## src/rtl/spim_pkg.sv

```systemverilog
package spim_pkg;
  typedef enum logic {
    ST_IDLE  = 1'b0,
    ST_SHIFT = 1'b1
  } spim_state_e;
endpackage

```

## src/rtl/spim_fifo.sv

```systemverilog
module spim_fifo #(
  parameter int W     = 16,
  parameter int DEPTH = 16,
  localparam int AW   = (DEPTH > 1) ? $clog2(DEPTH) : 1,
  localparam int CW   = $clog2(DEPTH + 1)
) (
  input  logic         clk,
  input  logic         rst,
  input  logic         flush,
  input  logic         push,
  input  logic [W-1:0] wdata,
  input  logic         pop,
  output logic [W-1:0] rdata,
  output logic         empty,
  output logic         full
);
  logic [W-1:0]  mem [DEPTH];
  logic [AW-1:0] wp, rp;
  logic [CW-1:0] cnt;
  logic          wr, rd;

  assign full  = (cnt == CW'(DEPTH));
  assign empty = (cnt == '0);
  assign wr    = push && !full;
  assign rd    = pop && !empty;
  assign rdata = mem[rp];

  function automatic logic [AW-1:0] bump(input logic [AW-1:0] p);
    return (p == AW'(DEPTH - 1)) ? '0 : p + AW'(1);
  endfunction

  always_ff @(posedge clk) begin
    if (wr) mem[wp] <= wdata;
  end

  always_ff @(posedge clk) begin
    if (rst || flush) begin
      wp  <= '0;
      rp  <= '0;
      cnt <= '0;
    end else begin
      if (wr) wp <= bump(wp);
      if (rd) rp <= bump(rp);
      case ({wr, rd})
        2'b10:   cnt <= cnt + CW'(1);
        2'b01:   cnt <= cnt - CW'(1);
        default: cnt <= cnt;
      endcase
    end
  end

  AST_FIFO_FULL_HOLD: assert property (@(posedge clk) disable iff (rst)
    (full && push && !pop && !flush) |=> full);
  AST_FIFO_FLUSH_EMPTY: assert property (@(posedge clk) disable iff (rst)
    flush |=> empty);
endmodule

```

## src/rtl/spim_clkdiv.sv

```systemverilog
module spim_clkdiv #(
  parameter int PRE_W = 8,
  parameter int DIV_W = 4,
  localparam int PW   = PRE_W + DIV_W
) (
  input  logic             clk,
  input  logic             rst,
  input  logic             run,
  input  logic [PRE_W-1:0] prescale,
  input  logic [DIV_W-1:0] scrdv,
  output logic             half_hit,
  output logic             end_hit,
  output logic             first_half
);
  logic [PRE_W-1:0] eff_pre;
  logic [PW-1:0]    period, half, cnt;

  assign eff_pre    = (prescale < PRE_W'(2)) ? PRE_W'(2) : prescale;
  assign period     = PW'(eff_pre) * (PW'(scrdv) + PW'(1));
  assign half       = period >> 1;
  assign half_hit   = run && (cnt == half);
  assign end_hit    = run && (cnt == period - PW'(1));
  assign first_half = (cnt < half);

  always_ff @(posedge clk) begin
    if (rst || !run)  cnt <= '0;
    else if (end_hit) cnt <= '0;
    else              cnt <= cnt + PW'(1);
  end

  AST_DIV_IN_PERIOD: assert property (@(posedge clk) disable iff (rst)
    run |-> (cnt < period));
endmodule

```

## src/rtl/spim_engine.sv

```systemverilog
module spim_engine
  import spim_pkg::*;
#(
  parameter int DW   = 16,
  parameter int NCS  = 8,
  localparam int SW  = $clog2(DW),
  localparam int CSW = $clog2(NCS)
) (
  input  logic           clk,
  input  logic           rst,
  input  logic           en,
  input  logic           tx_pause,
  input  logic           blk_mode,
  input  logic           cpol,
  input  logic           cpha,
  input  logic           loopback,
  input  logic           sod,
  input  logic [SW-1:0]  wsize,
  input  logic [CSW-1:0] cs_sel,
  input  logic           tx_avail,
  input  logic [DW-1:0]  tx_word,
  input  logic           tx_stop,
  output logic           tx_pop,
  input  logic           miso,
  input  logic           half_hit,
  input  logic           end_hit,
  input  logic           first_half,
  output logic           run,
  output logic           rx_push,
  output logic [DW-1:0]  rx_word,
  output logic           sck,
  output logic           mosi,
  output logic [NCS-1:0] cs_n
);
  spim_state_e    state;
  logic [DW-1:0]  sh, rx_sh, rx_next, load_val;
  logic [SW-1:0]  bitcnt;
  logic           stop_q, cs_act;
  logic           can_go, last_bit, cont, in_bit;
  logic [NCS-1:0] cs_n_d;

  assign can_go   = en && !tx_pause && tx_avail;
  assign last_bit = (bitcnt == wsize);
  assign cont     = blk_mode && !stop_q && can_go;
  assign in_bit   = loopback ? sh[DW-1] : miso;
  assign rx_next  = half_hit ? {rx_sh[DW-2:0], in_bit} : rx_sh;
  assign load_val = tx_word << (SW'(DW - 1) - wsize);
  assign run      = (state == ST_SHIFT);
  assign rx_push  = run && end_hit && last_bit;
  assign rx_word  = rx_next;
  assign tx_pop   = ((state == ST_IDLE) && can_go) || (rx_push && cont);

  always_ff @(posedge clk) begin
    if (rst) begin
      state  <= ST_IDLE;
      sh     <= '0;
      rx_sh  <= '0;
      bitcnt <= '0;
      stop_q <= 1'b0;
      cs_act <= 1'b0;
    end else begin
      case (state)
        ST_IDLE: begin
          cs_act <= 1'b0;
          if (can_go) begin
            sh     <= load_val;
            rx_sh  <= '0;
            bitcnt <= '0;
            stop_q <= tx_stop;
            cs_act <= 1'b1;
            state  <= ST_SHIFT;
          end
        end
        default: begin
          rx_sh <= rx_next;
          if (end_hit) begin
            if (last_bit) begin
              if (cont) begin
                sh     <= load_val;
                rx_sh  <= '0;
                bitcnt <= '0;
                stop_q <= tx_stop;
              end else begin
                cs_act <= 1'b0;
                state  <= ST_IDLE;
              end
            end else begin
              bitcnt <= bitcnt + SW'(1);
              sh     <= {sh[DW-2:0], 1'b0};
            end
          end
        end
      endcase
    end
  end

  for (genvar i = 0; i < NCS; i++) begin : g_cs
    assign cs_n_d[i] = !(cs_act && !sod && (cs_sel == CSW'(i)));
  end

  always_ff @(posedge clk) begin
    if (rst) begin
      sck  <= cpol;
      mosi <= 1'b0;
      cs_n <= '1;
    end else begin
      sck  <= cpol ^ (run && (cpha ? first_half : !first_half));
      mosi <= run ? sh[DW-1] : 1'b0;
      cs_n <= cs_n_d;
    end
  end

  AST_PAUSE_HOLD: assert property (@(posedge clk) disable iff (rst)
    (state == ST_IDLE && tx_pause) |=> (state == ST_IDLE));
  AST_SCK_IDLE_LEVEL: assert property (@(posedge clk) disable iff (rst)
    ($past(state == ST_IDLE) && $stable(cpol)) |-> (sck == cpol));
  AST_BIT_IN_WORD: assert property (@(posedge clk) disable iff (rst)
    run |-> (bitcnt <= wsize));
endmodule

```

## src/rtl/spi_blk_master.sv

```systemverilog
module spi_blk_master #(
  parameter int DW     = 16,
  parameter int FDEPTH = 16,
  parameter int PRE_W  = 8,
  parameter int DIV_W  = 4,
  parameter int NCS    = 8,
  localparam int SW    = $clog2(DW),
  localparam int CSW   = $clog2(NCS)
) (
  input  logic             clk,
  input  logic             rst,
  input  logic             en,
  input  logic             cpol,
  input  logic             cpha,
  input  logic             loopback,
  input  logic             sod,
  input  logic             blk_mode,
  input  logic             tx_pause,
  input  logic [SW-1:0]    wsize,
  input  logic [CSW-1:0]   cs_sel,
  input  logic [PRE_W-1:0] prescale,
  input  logic [DIV_W-1:0] scrdv,
  input  logic             tx_valid,
  input  logic [DW-1:0]    tx_data,
  input  logic             tx_last,
  output logic             tx_ready,
  output logic             rx_valid,
  output logic [DW-1:0]    rx_data,
  input  logic             rx_ready,
  input  logic             clr_rx,
  input  logic             clr_tx,
  output logic             tx_not_full,
  output logic             tx_empty,
  output logic             rx_not_empty,
  output logic             rx_overrun,
  output logic             sck,
  output logic             mosi,
  input  logic             miso,
  output logic [NCS-1:0]   cs_n
);
  logic [DW:0]   txq_out;
  logic          txq_empty, txq_full, tx_pop;
  logic          rxq_empty, rxq_full, rx_push;
  logic [DW-1:0] rx_word;
  logic          run, half_hit, end_hit, first_half;
  logic          ovr_q;

  spim_fifo #(.W(DW + 1), .DEPTH(FDEPTH)) u_txq (
    .clk(clk), .rst(rst), .flush(clr_tx),
    .push(tx_valid), .wdata({tx_last, tx_data}),
    .pop(tx_pop), .rdata(txq_out),
    .empty(txq_empty), .full(txq_full)
  );

  spim_fifo #(.W(DW), .DEPTH(FDEPTH)) u_rxq (
    .clk(clk), .rst(rst), .flush(clr_rx),
    .push(rx_push), .wdata(rx_word),
    .pop(rx_ready), .rdata(rx_data),
    .empty(rxq_empty), .full(rxq_full)
  );

  spim_clkdiv #(.PRE_W(PRE_W), .DIV_W(DIV_W)) u_div (
    .clk(clk), .rst(rst), .run(run),
    .prescale(prescale), .scrdv(scrdv),
    .half_hit(half_hit), .end_hit(end_hit), .first_half(first_half)
  );

  spim_engine #(.DW(DW), .NCS(NCS)) u_eng (
    .clk(clk), .rst(rst), .en(en), .tx_pause(tx_pause), .blk_mode(blk_mode),
    .cpol(cpol), .cpha(cpha), .loopback(loopback), .sod(sod),
    .wsize(wsize), .cs_sel(cs_sel),
    .tx_avail(!txq_empty), .tx_word(txq_out[DW-1:0]), .tx_stop(txq_out[DW]),
    .tx_pop(tx_pop), .miso(miso),
    .half_hit(half_hit), .end_hit(end_hit), .first_half(first_half),
    .run(run), .rx_push(rx_push), .rx_word(rx_word),
    .sck(sck), .mosi(mosi), .cs_n(cs_n)
  );

  always_ff @(posedge clk) begin
    if (rst || clr_rx)          ovr_q <= 1'b0;
    else if (rx_push && rxq_full) ovr_q <= 1'b1;
  end

  assign tx_ready     = !txq_full;
  assign tx_not_full  = !txq_full;
  assign tx_empty     = txq_empty;
  assign rx_valid     = !rxq_empty;
  assign rx_not_empty = !rxq_empty;
  assign rx_overrun   = ovr_q;

  AST_CS_ONE_LINE: assert property (@(posedge clk) disable iff (rst)
    $countones(~cs_n) <= 1);
  AST_SOD_NO_SELECT: assert property (@(posedge clk) disable iff (rst)
    (sod && $past(sod)) |-> (&cs_n));
  AST_OVR_STICKY: assert property (@(posedge clk) disable iff (rst)
    (rx_overrun && !clr_rx) |=> rx_overrun);
endmodule

```

## config.mk

```make
export PLATFORM = sky130hd
export DESIGN_NAME = spi_blk_master
export DESIGN_NICKNAME = d
export VERILOG_FILES = /design/src/rtl/spim_pkg.sv /design/src/rtl/spim_fifo.sv /design/src/rtl/spim_clkdiv.sv /design/src/rtl/spim_engine.sv /design/src/rtl/spi_blk_master.sv
export SDC_FILE = /design/constraint.sdc
export NUM_CORES = 1
export LEC_CHECK = 0
export CORE_UTILIZATION = 60
export DETAILED_ROUTE_END_ITERATION = 7
export PLACE_DENSITY = 0.79
export SLEW_MARGIN = 20
export SYNTH_ARGS = -nofsm -noshare
export SYNTH_HDL_FRONTEND = slang
export SYNTH_SLANG_ARGS = --single-unit
```

## constraint.sdc

```tcl
create_clock -name clk -period 10.4 [get_ports clk]
set_clock_uncertainty 0.05 [all_clocks]
set_input_delay 2.08 -clock clk [delete_from_list [all_inputs] [get_ports clk]]
set_output_delay 2.08 -clock clk [all_outputs]
set_load 0.03 [all_outputs]
```

=== Word-level counts from Yosys, hierarchy flattened ===
Memories as Yosys holds them, arrays and structs flattened. A register that Yosys moved wholly into a read port is not among the register bits.
Index checks and enable logic that the tools add are counted.

* Input bits: 50
* Flip-flop bits (word level): 88
* Logic and storage cells: 168
* RAM bits: 528
* Memories: 2
* Output and inout bits: 32

* Add/sub/neg operators: 13
* Multiplexer cells: 48
* Shifts and indexed selects: 1
* Multipliers: 1
* Reduce and logical (&&, ||, !) cells: 57
* Equal/unequal tests: 25
* Bitwise logic cells: 2
* Order comparisons: 2

{| class="wikitable"
|+ Memories
! memory !! depth !! bits a word !! read ports !! clocked after Yosys merged registers in !! wr ports !! line !! text
|-
| u_txq.mem || 16 || 17 || 1 || 1 || 1 || spim_fifo.sv:17 || <nowiki>logic [W-1:0] mem [DEPTH];</nowiki>
|-
| u_rxq.mem || 16 || 16 || 1 || 1 || 1 || spim_fifo.sv:17 ||
|}

{| class="wikitable"
|+ Operators by type and width
! kind !! count
|-
| 2-to-1 mux 16 bit || 11
|-
| 2-to-1 mux 4 bit || 13
|-
| logical AND 1 bit || 25
|-
| 2-to-1 mux 1 bit || 21
|-
| adder 4 x 1 -> 4 bit (second input constant) || 5
|-
| case mux 5 bit (2 select lines) || 2
|-
| logical NOT 1 bit || 17
|-
| equality test 4 bit (second input constant) || 4
|-
| << shifter 16 x 4 -> 16 bit || 1
|-
| adder 12 x 1 -> 12 bit (second input constant) || 1
|-
| equality test 12 x 11 -> 1 bit || 1
|-
| equality test 12 bit || 1
|-
| equality test 3 bit (second input constant) || 4
|-
| < comparator 12 x 11 -> 1 bit || 1
|-
| multiplier 8 x 12 -> 12 bit || 1
|-
| subtractor 12 x 1 -> 12 bit (second input constant) || 1
|-
| adder 5 x 1 -> 5 bit (second input constant) || 2
|-
| equality test 5 bit (second input constant) || 2
|-
| logical NOT 5 bit || 2
|-
| subtractor 5 x 1 -> 5 bit (second input constant) || 2
|-
| < comparator 8 x 2 -> 1 bit (second input constant) || 1
|-
| 2-to-1 mux 8 bit || 1
|-
| equality test 3 x 2 -> 1 bit (second input constant) || 2
|-
| inequality test 2 bit (second input constant) || 3
|-
| other kinds (16) || 25
|}

=== Longest topological paths before layout ===
* Word-level depth: 13
* Depth in mapped cells: 30
* Gate-level depth less buffers: 28

=== Modules after synthesis ===
Synthesis repeated with hierarchy kept, for this count alone.

* Cell total of the unflattened synthesis: 1594
* Area total of the unflattened synthesis: 27577.7 um^2

{| class="wikitable"
|+ By module, submodules not included
! module !! area each (um^2) !! times used !! sequential area each (um^2) !! cells an instance
|-
| spim_fifo at u_txq || 11240.8 || 1 || 8508.2 || 499
|-
| spim_fifo at u_rxq || 10861.7 || 1 || 8027.7 || 476
|-
| spim_clkdiv || 2727.6 || 1 || 240.2 || 328
|-
| spim_engine || 2682.6 || 1 || 980.9 || 283
|-
| spi_blk_master || 65.1 || 1 || 20.0 || 8
|}

=== Worst setup path after synthesis ===
OpenSTA, ideal clock, no wires.

* Path type: input-to-reg
* Start: input scrdv[0]
* End: memory u_rxq.mem[22][0] (netlist: u_rxq.mem[11][0]) (enable)
* Path slack: 1.823 ns
* Cell stages on the path: 18
* Required time: 9.920 ns
* Data arrival time: 8.097 ns
* Library setup time: 0.430 ns
* Buffers on the path: 1
* Cell sequence: ha_1 > xor2_1 > and2_1 > fa_1 > inv_1 > fa_1 > fa_1 > inv_1 > ha_1 > a21oi_2 > o22ai_1 > o32a_1 > or4_4 > o41ai_2 > nor4bb_1 > o2111ai_1 > buf_2 > nor4_1

* Word-level cells in the longest chain between the ends: 10

{| class="wikitable"
|+ RTL lines
! what !! line !! text
|-
| start, declared || spi_blk_master.sv:22 || <nowiki>input logic [DIV_W-1:0] scrdv,</nowiki>
|-
| adder 4 x 1 -> 5 bit || spim_clkdiv.sv:19 || <nowiki>assign period = PW'(eff_pre) * (PW'(scrdv) + PW'(1));</nowiki>
|-
| multiplier 8 x 12 -> 12 bit || spim_clkdiv.sv:19 ||
|-
| subtractor 12 x 1 -> 12 bit || spim_clkdiv.sv:22 || <nowiki>assign end_hit = run && (cnt == period - PW'(1));</nowiki>
|-
| equality test 12 bit || spim_clkdiv.sv:22 ||
|-
| logical AND 1 bit || spim_clkdiv.sv:22 ||
|-
| logical AND 1 bit (2 in series) || spim_engine.sv:49 || <nowiki>assign rx_push = run && end_hit && last_bit;</nowiki>
|-
| logical AND 1 bit || spim_fifo.sv:24 || <nowiki>assign wr = push && !full;</nowiki>
|-
| 2-to-1 mux 1 bit || spim_fifo.sv:33 || <nowiki>if (wr) mem[wp] <= wdata;</nowiki>
|-
| 2-to-1 mux 1 bit (implied by the code) || spim_fifo.sv:33 ||
|-
| end, declared || spim_fifo.sv:17 ||
|}

Every way passes these cells.

=== Worst setup path in the final report ===
* Start: input scrdv[0]
* End: register u_rxq.cnt[4]

* Word-level cells in the longest chain between the ends: 10
* Elaborated cells between the ends (all ways): 12

{| class="wikitable"
|+ RTL lines
! what !! line !! text
|-
| adder 4 x 1 -> 5 bit (*) || spim_clkdiv.sv:19 ||
|-
| multiplier 8 x 12 -> 12 bit (*) || spim_clkdiv.sv:19 ||
|-
| subtractor 12 x 1 -> 12 bit (*) || spim_clkdiv.sv:22 ||
|-
| equality test 12 bit (*) || spim_clkdiv.sv:22 ||
|-
| logical AND 1 bit (*) || spim_clkdiv.sv:22 ||
|-
| logical AND 1 bit (*) (2 in series) || spim_engine.sv:49 ||
|-
| logical AND 1 bit (*) || spim_fifo.sv:24 ||
|-
| equality test 2 x 1 -> 1 bit / equality test 2 bit (equally long branches) || spim_fifo.sv:44 || <nowiki>case ({wr, rd})</nowiki>
|-
| case mux 5 bit (2 select lines) / nonzero test 2 bit (equally long branches) || n/a ||
|-
| end signal, assigned || spim_fifo.sv:45 || <nowiki>2'b10: cnt <= cnt + CW'(1);</nowiki>
|-
| end signal, assigned || spim_fifo.sv:46 || <nowiki>2'b01: cnt <= cnt - CW'(1);</nowiki>
|-
| end signal, assigned || spim_fifo.sv:47 || <nowiki>default: cnt <= cnt;</nowiki>
|-
| end, declared || spim_fifo.sv:19 || <nowiki>logic [CW-1:0] cnt;</nowiki>
|}

Every way passes the cells marked *; elsewhere a longest branch is shown, timed or not.
A chain may end at the register's enable or synchronous reset.

==> metrics.txt <==
# TYPE chip_impl_metric gauge
chip_impl_metric{name="post-synth-top-area-fraction",unit="%"} 58.4
chip_impl_metric{name="worst_endpoint_required_time",unit="ps"} 10900
chip_impl_metric{name="fraction_of_the_core_area_covered_by_cells_at_the_end_of_the_flow",unit="%"} 68.9
chip_impl_metric{name="grt_start_max_net_pins",unit=""} 65
chip_impl_metric{name="cts.reportedPaths.clkPinSlew",unit="ps"} 60
chip_impl_metric{name="power.switching",unit="W"} 0.00116
chip_impl_metric{name="combPwrFrac",unit="%"} 8.4
chip_impl_metric{name="detail_route.wirelength.met1",unit="µm"} 22700
chip_impl_metric{name="clk-insertion-delay-late",unit="ps"} 630
chip_impl_info{name="synth_commonest_cells",value="528 x edfxtp_1, 158 x mux4_2, 96 x dfxtp_1"} 1
chip_impl_info{name="hold_path.class",value="reg2reg"} 1
chip_impl_info{name="netlist.top_cell.by_area",value="edfxtp_1"} 1
chip_impl_metric{name="p_sw_share",unit="%"} 22.1
chip_impl_metric{name="core.rowCount",unit=""} 77
chip_impl_info{name="critical_path_class",value="in2reg"} 1
chip_impl_info{name="critPathCapture",value="u_rxq.cnt[4]"} 1
chip_impl_metric{name="fp.dieH",unit="µm"} 215
chip_impl_metric{name="number_of_top_level_pins",unit=""} 82
chip_impl_metric{name="slowest_delay",unit="ps"} 670
chip_impl_metric{name="power_frac_seq",unit="%"} 51.7
chip_impl_metric{name="die_w",unit="µm"} 215
chip_impl_metric{name="worst_ep_arrival_time",unit="ps"} 9370
chip_impl_metric{name="gp_congestion",unit=""} 0.862
chip_impl_metric{name="timing.max_cap.violations",unit=""} 0
chip_impl_metric{name="port_buffers",unit=""} 81
chip_impl_info{name="grt_setup_unrepaired",value="no"} 1
chip_impl_info{name="cts_tree",value="built"} 1
chip_impl_metric{name="placed_wire_length_estimate_after_detailed_placement",unit="µm"} 34300
chip_impl_info{name="critical_path.startpoint",value="scrdv[0]"} 1
chip_impl_metric{name="regToRegSetupSlack",unit="ps"} 6210
chip_impl_metric{name="max_slew_margin",unit="%"} 22.4
chip_impl_metric{name="met2_wirelength",unit="µm"} 30300
chip_impl_metric{name="grt_pass1_vias",unit=""} 15200
chip_impl_metric{name="pwr-share-clk",unit="%"} 40.0
chip_impl_info{name="dominantRegCellSynth",value="edfxtp_1"} 1
chip_impl_metric{name="grt_util_all_layers",unit="%"} 25.9
chip_impl_metric{name="ctsLongestPathBuffers",unit=""} 3
chip_impl_metric{name="cts_hold_repair.buffers",unit=""} 0
chip_impl_metric{name="num-fill-cells",unit=""} 2750
chip_impl_metric{name="async_reset_ff_share",unit="%"} 0
chip_impl_metric{name="cts.repair.resized",unit=""} 0
chip_impl_metric{name="setup_viol",unit=""} 0
chip_impl_metric{name="ir_drop_worst_case_vdd",unit="mV"} 0.132
chip_impl_metric{name="route.final.wire_length",unit="µm"} 59100
chip_impl_metric{name="num_vias",unit=""} 15100
chip_impl_metric{name="grt-ovfl-total",unit=""} 0
chip_impl_metric{name="core-area",unit="µm²"} 44400
chip_impl_metric{name="worst_path_max_fanout",unit=""} 14
chip_impl_info{name="worst_setup_path_end_kind",value="flop"} 1
chip_impl_metric{name="area_growth_syn_to_layout",unit="%"} 12.6
chip_impl_metric{name="power.leakage",unit="nW"} 9.75
chip_impl_metric{name="design.final.nets",unit=""} 1859
chip_impl_metric{name="routedWlPerCell",unit="µm"} 24.9
chip_impl_info{name="result_of_the_run",value="finished clean"} 1
chip_impl_metric{name="ys_seq_area_share",unit="%"} 65.4
chip_impl_metric{name="finalCriticalPeriod",unit="ps"} 8860
chip_impl_metric{name="powerDensity",unit="nW/µm²"} 171
chip_impl_metric{name="antenna_found_initial",unit=""} 1
chip_impl_metric{name="synth.cell_area",unit="µm²"} 27200
chip_impl_metric{name="fmax",unit="GHz"} 0.113
chip_impl_info{name="rr_endpoint",value="u_eng.sh[15]"} 1
chip_impl_metric{name="cts_htree_levels",unit=""} 2
chip_impl_info{name="yosys-top-cells-area",value="edfxtp_1 58%, mux4_2 13%, dfxtp_1 7.1%, ha_1 2.4%, fa_1 1.4%"} 1
chip_impl_metric{name="global_route_wire_length_before_repair",unit="µm"} 89700
chip_impl_info{name="synthMostInstantiatedCell",value="edfxtp_1"} 1
chip_impl_metric{name="drt-vias-per-instance",unit=""} 6.37
chip_impl_metric{name="ys_types",unit=""} 90
chip_impl_metric{name="max_slew.worst_pin.slew",unit="ps"} 1160
chip_impl_info{name="hold_path_startpoint",value="u_eng.stop_q"} 1
chip_impl_metric{name="ratio_of_cells_with_drive_above_1_in_the_final_layout",unit="%"} 18.7
chip_impl_metric{name="start_util",unit="%"} 61.2
chip_impl_metric{name="min_period_over_period",unit="%"} 85.2
chip_impl_info{name="cp_slowest_cell",value="clkdlybuf4s50_1"} 1
chip_impl_metric{name="reg2reg_depth",unit=""} 9
chip_impl_metric{name="setup-tns-final",unit="ps"} 0
chip_impl_metric{name="synth.ff_latch_count",unit=""} 624
chip_impl_metric{name="syn-mean-instance-area",unit="µm²"} 16.5
chip_impl_metric{name="drt_pre_antenna_iters",unit=""} 5
chip_impl_metric{name="cts_setup_buffers",unit=""} 0
chip_impl_metric{name="drt_first_iter_violations",unit=""} 1362
chip_impl_metric{name="synth_fp_nets",unit=""} 1768
chip_impl_info{name="topRoutingLayerUsed",value="met5"} 1
chip_impl_metric{name="tritoncts_sink_count",unit=""} 624
chip_impl_metric{name="int_power",unit="W"} 0.00408
chip_impl_metric{name="wl_met3",unit="µm"} 3930
chip_impl_metric{name="ys.warnings.count",unit=""} 0
chip_impl_info{name="worstSetupStartpointType",value="input port"} 1
chip_impl_metric{name="route.antenna.remaining_nets",unit=""} 0
chip_impl_metric{name="overall_power_of_the_completed_layout",unit="W"} 0.00524
chip_impl_metric{name="total_clock_buffers_created_by_cts",unit=""} 59
chip_impl_metric{name="die_area",unit="µm²"} 46100
chip_impl_metric{name="hold_violations",unit=""} 0
chip_impl_info{name="crit_top_cell",value="fa_1"} 1
chip_impl_metric{name="post_synth_inst_count",unit=""} 1646
chip_impl_metric{name="fin_max_slew_vios",unit=""} 0
chip_impl_info{name="cts_root_buf",value="clkbuf_16"} 1
chip_impl_metric{name="synth_enable_flop_cells",unit=""} 528
chip_impl_metric{name="drcViolationCount",unit=""} 0
[layer usage]
metal	track usage (%)	up-vias
met5	0	-
met4	9.98	2
met3	4.73	137
met2	44.4	594
met1	32.9	7731
li1	-	6682
[sequential cells by signal (all words and copies together) (netlist names), named ones only]
name          cells
u_rxq.cnt         5
u_eng.stop_q      1
u_eng.cs_n        8
rx_overrun        1
u_txq.wp          4
u_eng.bitcnt      4
u_eng.rx_sh      16
u_rxq.mem       256
u_eng.cs_act      1
u_eng.run         1
u_txq.cnt         5
u_eng.sck         1
u_txq.mem       272
u_rxq.rp          4
u_txq.rp          4
u_eng.mosi        1
u_eng.sh         16
u_rxq.wp          4
u_div.cnt        12
[worst min path at each step]
stage,endpoint,slack (ps),depth (start not counted)
3_3_place_gp,u_eng.rx_sh[15],390,1
6_report,u_eng.stop_q,420,2
5_1_grt,u_eng.sh[6],430,2
3_5_place_dp,u_eng.sh[6],410,2
2_1_floorplan,u_eng.rx_sh[15],390,1
4_1_cts,u_eng.stop_q,420,2
[power groups by stage]
stage,Clock [W],Sequential [W],Combinational (W)
floorplan,0,0.00276,0.000327
CTS,0.00212,0.00271,0.000436
detailed placement,0,0.00276,0.000432
global placement,0,0.00276,0.000421
global route,0.00221,0.00271,0.000489
finish,0.00209,0.00271,0.000438
[placed cells by master (no fill, tap or decap), types with 12 or more instances in the layout]
cell | Yosys | layout
nand2_1 | 75 | 75
and2_1 | 22 | 22
clkbuf_1 | 53 | 25
nor2b_1 | 19 | 18
mux2_2 | 18 | 18
o21ai_0 | 21 | 21
mux2i_1 | 15 | 15
xnor2_1 | 30 | 30
o22ai_1 | 13 | 13
a32o_1 | 18 | 18
and3_1 | 15 | 15
nand2b_1 | 15 | 15
nor3b_1 | 13 | 13
mux4_2 | 158 | 158
fa_1 | 19 | 19
buf_4 | 7 | 34
nand3_1 | 29 | 29
nor3_1 | 20 | 13
a211oi_1 | 13 | 13
nor2_2 | 0 | 12
clkbuf_16 | 0 | 59
a22oi_1 | 14 | 14
edfxtp_1 | 528 | 528
dfxtp_1 | 96 | 92
nor2_1 | 94 | 82
ha_1 | 53 | 53
clkdlybuf4s50_1 | 0 | 81
inv_1 | 59 | 59
a21oi_1 | 48 | 47
xor2_1 | 21 | 21
[per-stage QoR]
| stage | cell area, µm² | setup WS (ps) | hold slack, ps | std cells |
|---|---|---|---|---|
| 2_1_floorplan | 27200 | 1820 | 388 | 1646 |
| 3_3_place_gp | 28700 | 1310 | 393 | 2268 |
| 3_5_place_dp | 28700 | 1050 | 406 | 2268 |
| 4_1_cts | 30600 | 1650 | 419 | 2376 |
| 5_1_grt | 30600 | 1120 | 427 | 2376 |
| 6_report | 30600 | 1540 | 416 | 2378 |
[layout make-up]
cell class | instances | area (µm²) | area share [%]
Sequential cell | 624 | 17800 | 58.2
Multi-Input combinational cell | 877 | 8900 | 29.1
Clock buffer | 87 | 1610 | 5.27
Timing Repair Buffer | 115 | 1070 | 3.49
Tap cell | 592 | 741 | 2.42
Clock inverter | 21 | 256 | 0.839
Inverter | 60 | 225 | 0.736
Antenna cell | 2 | 5.00 | 0.0164
[critical path: cells and delay by family]
family | cells | cell delay (ps)
AOI/OAI and AO/OA | 7 | 1540
buffers and inverters | 4 | 1060
adders and majority gates | 7 | 2580
and+or+nand+nor | 5 | 1500
xor gates and xnor gates | 2 | 580
[cells by family after synthesis]
group | share of synthesized area, %
xor gates and xnor gates | 1.90
and+or+nand+nor | 6.65
adders and majority gates | 3.84
DFF | 65.4
AOI/OAI and AO/OA | 5.58
muxes | 14.4
buffers and inverters | 2.19
Power figures use the tool's default switching activity.
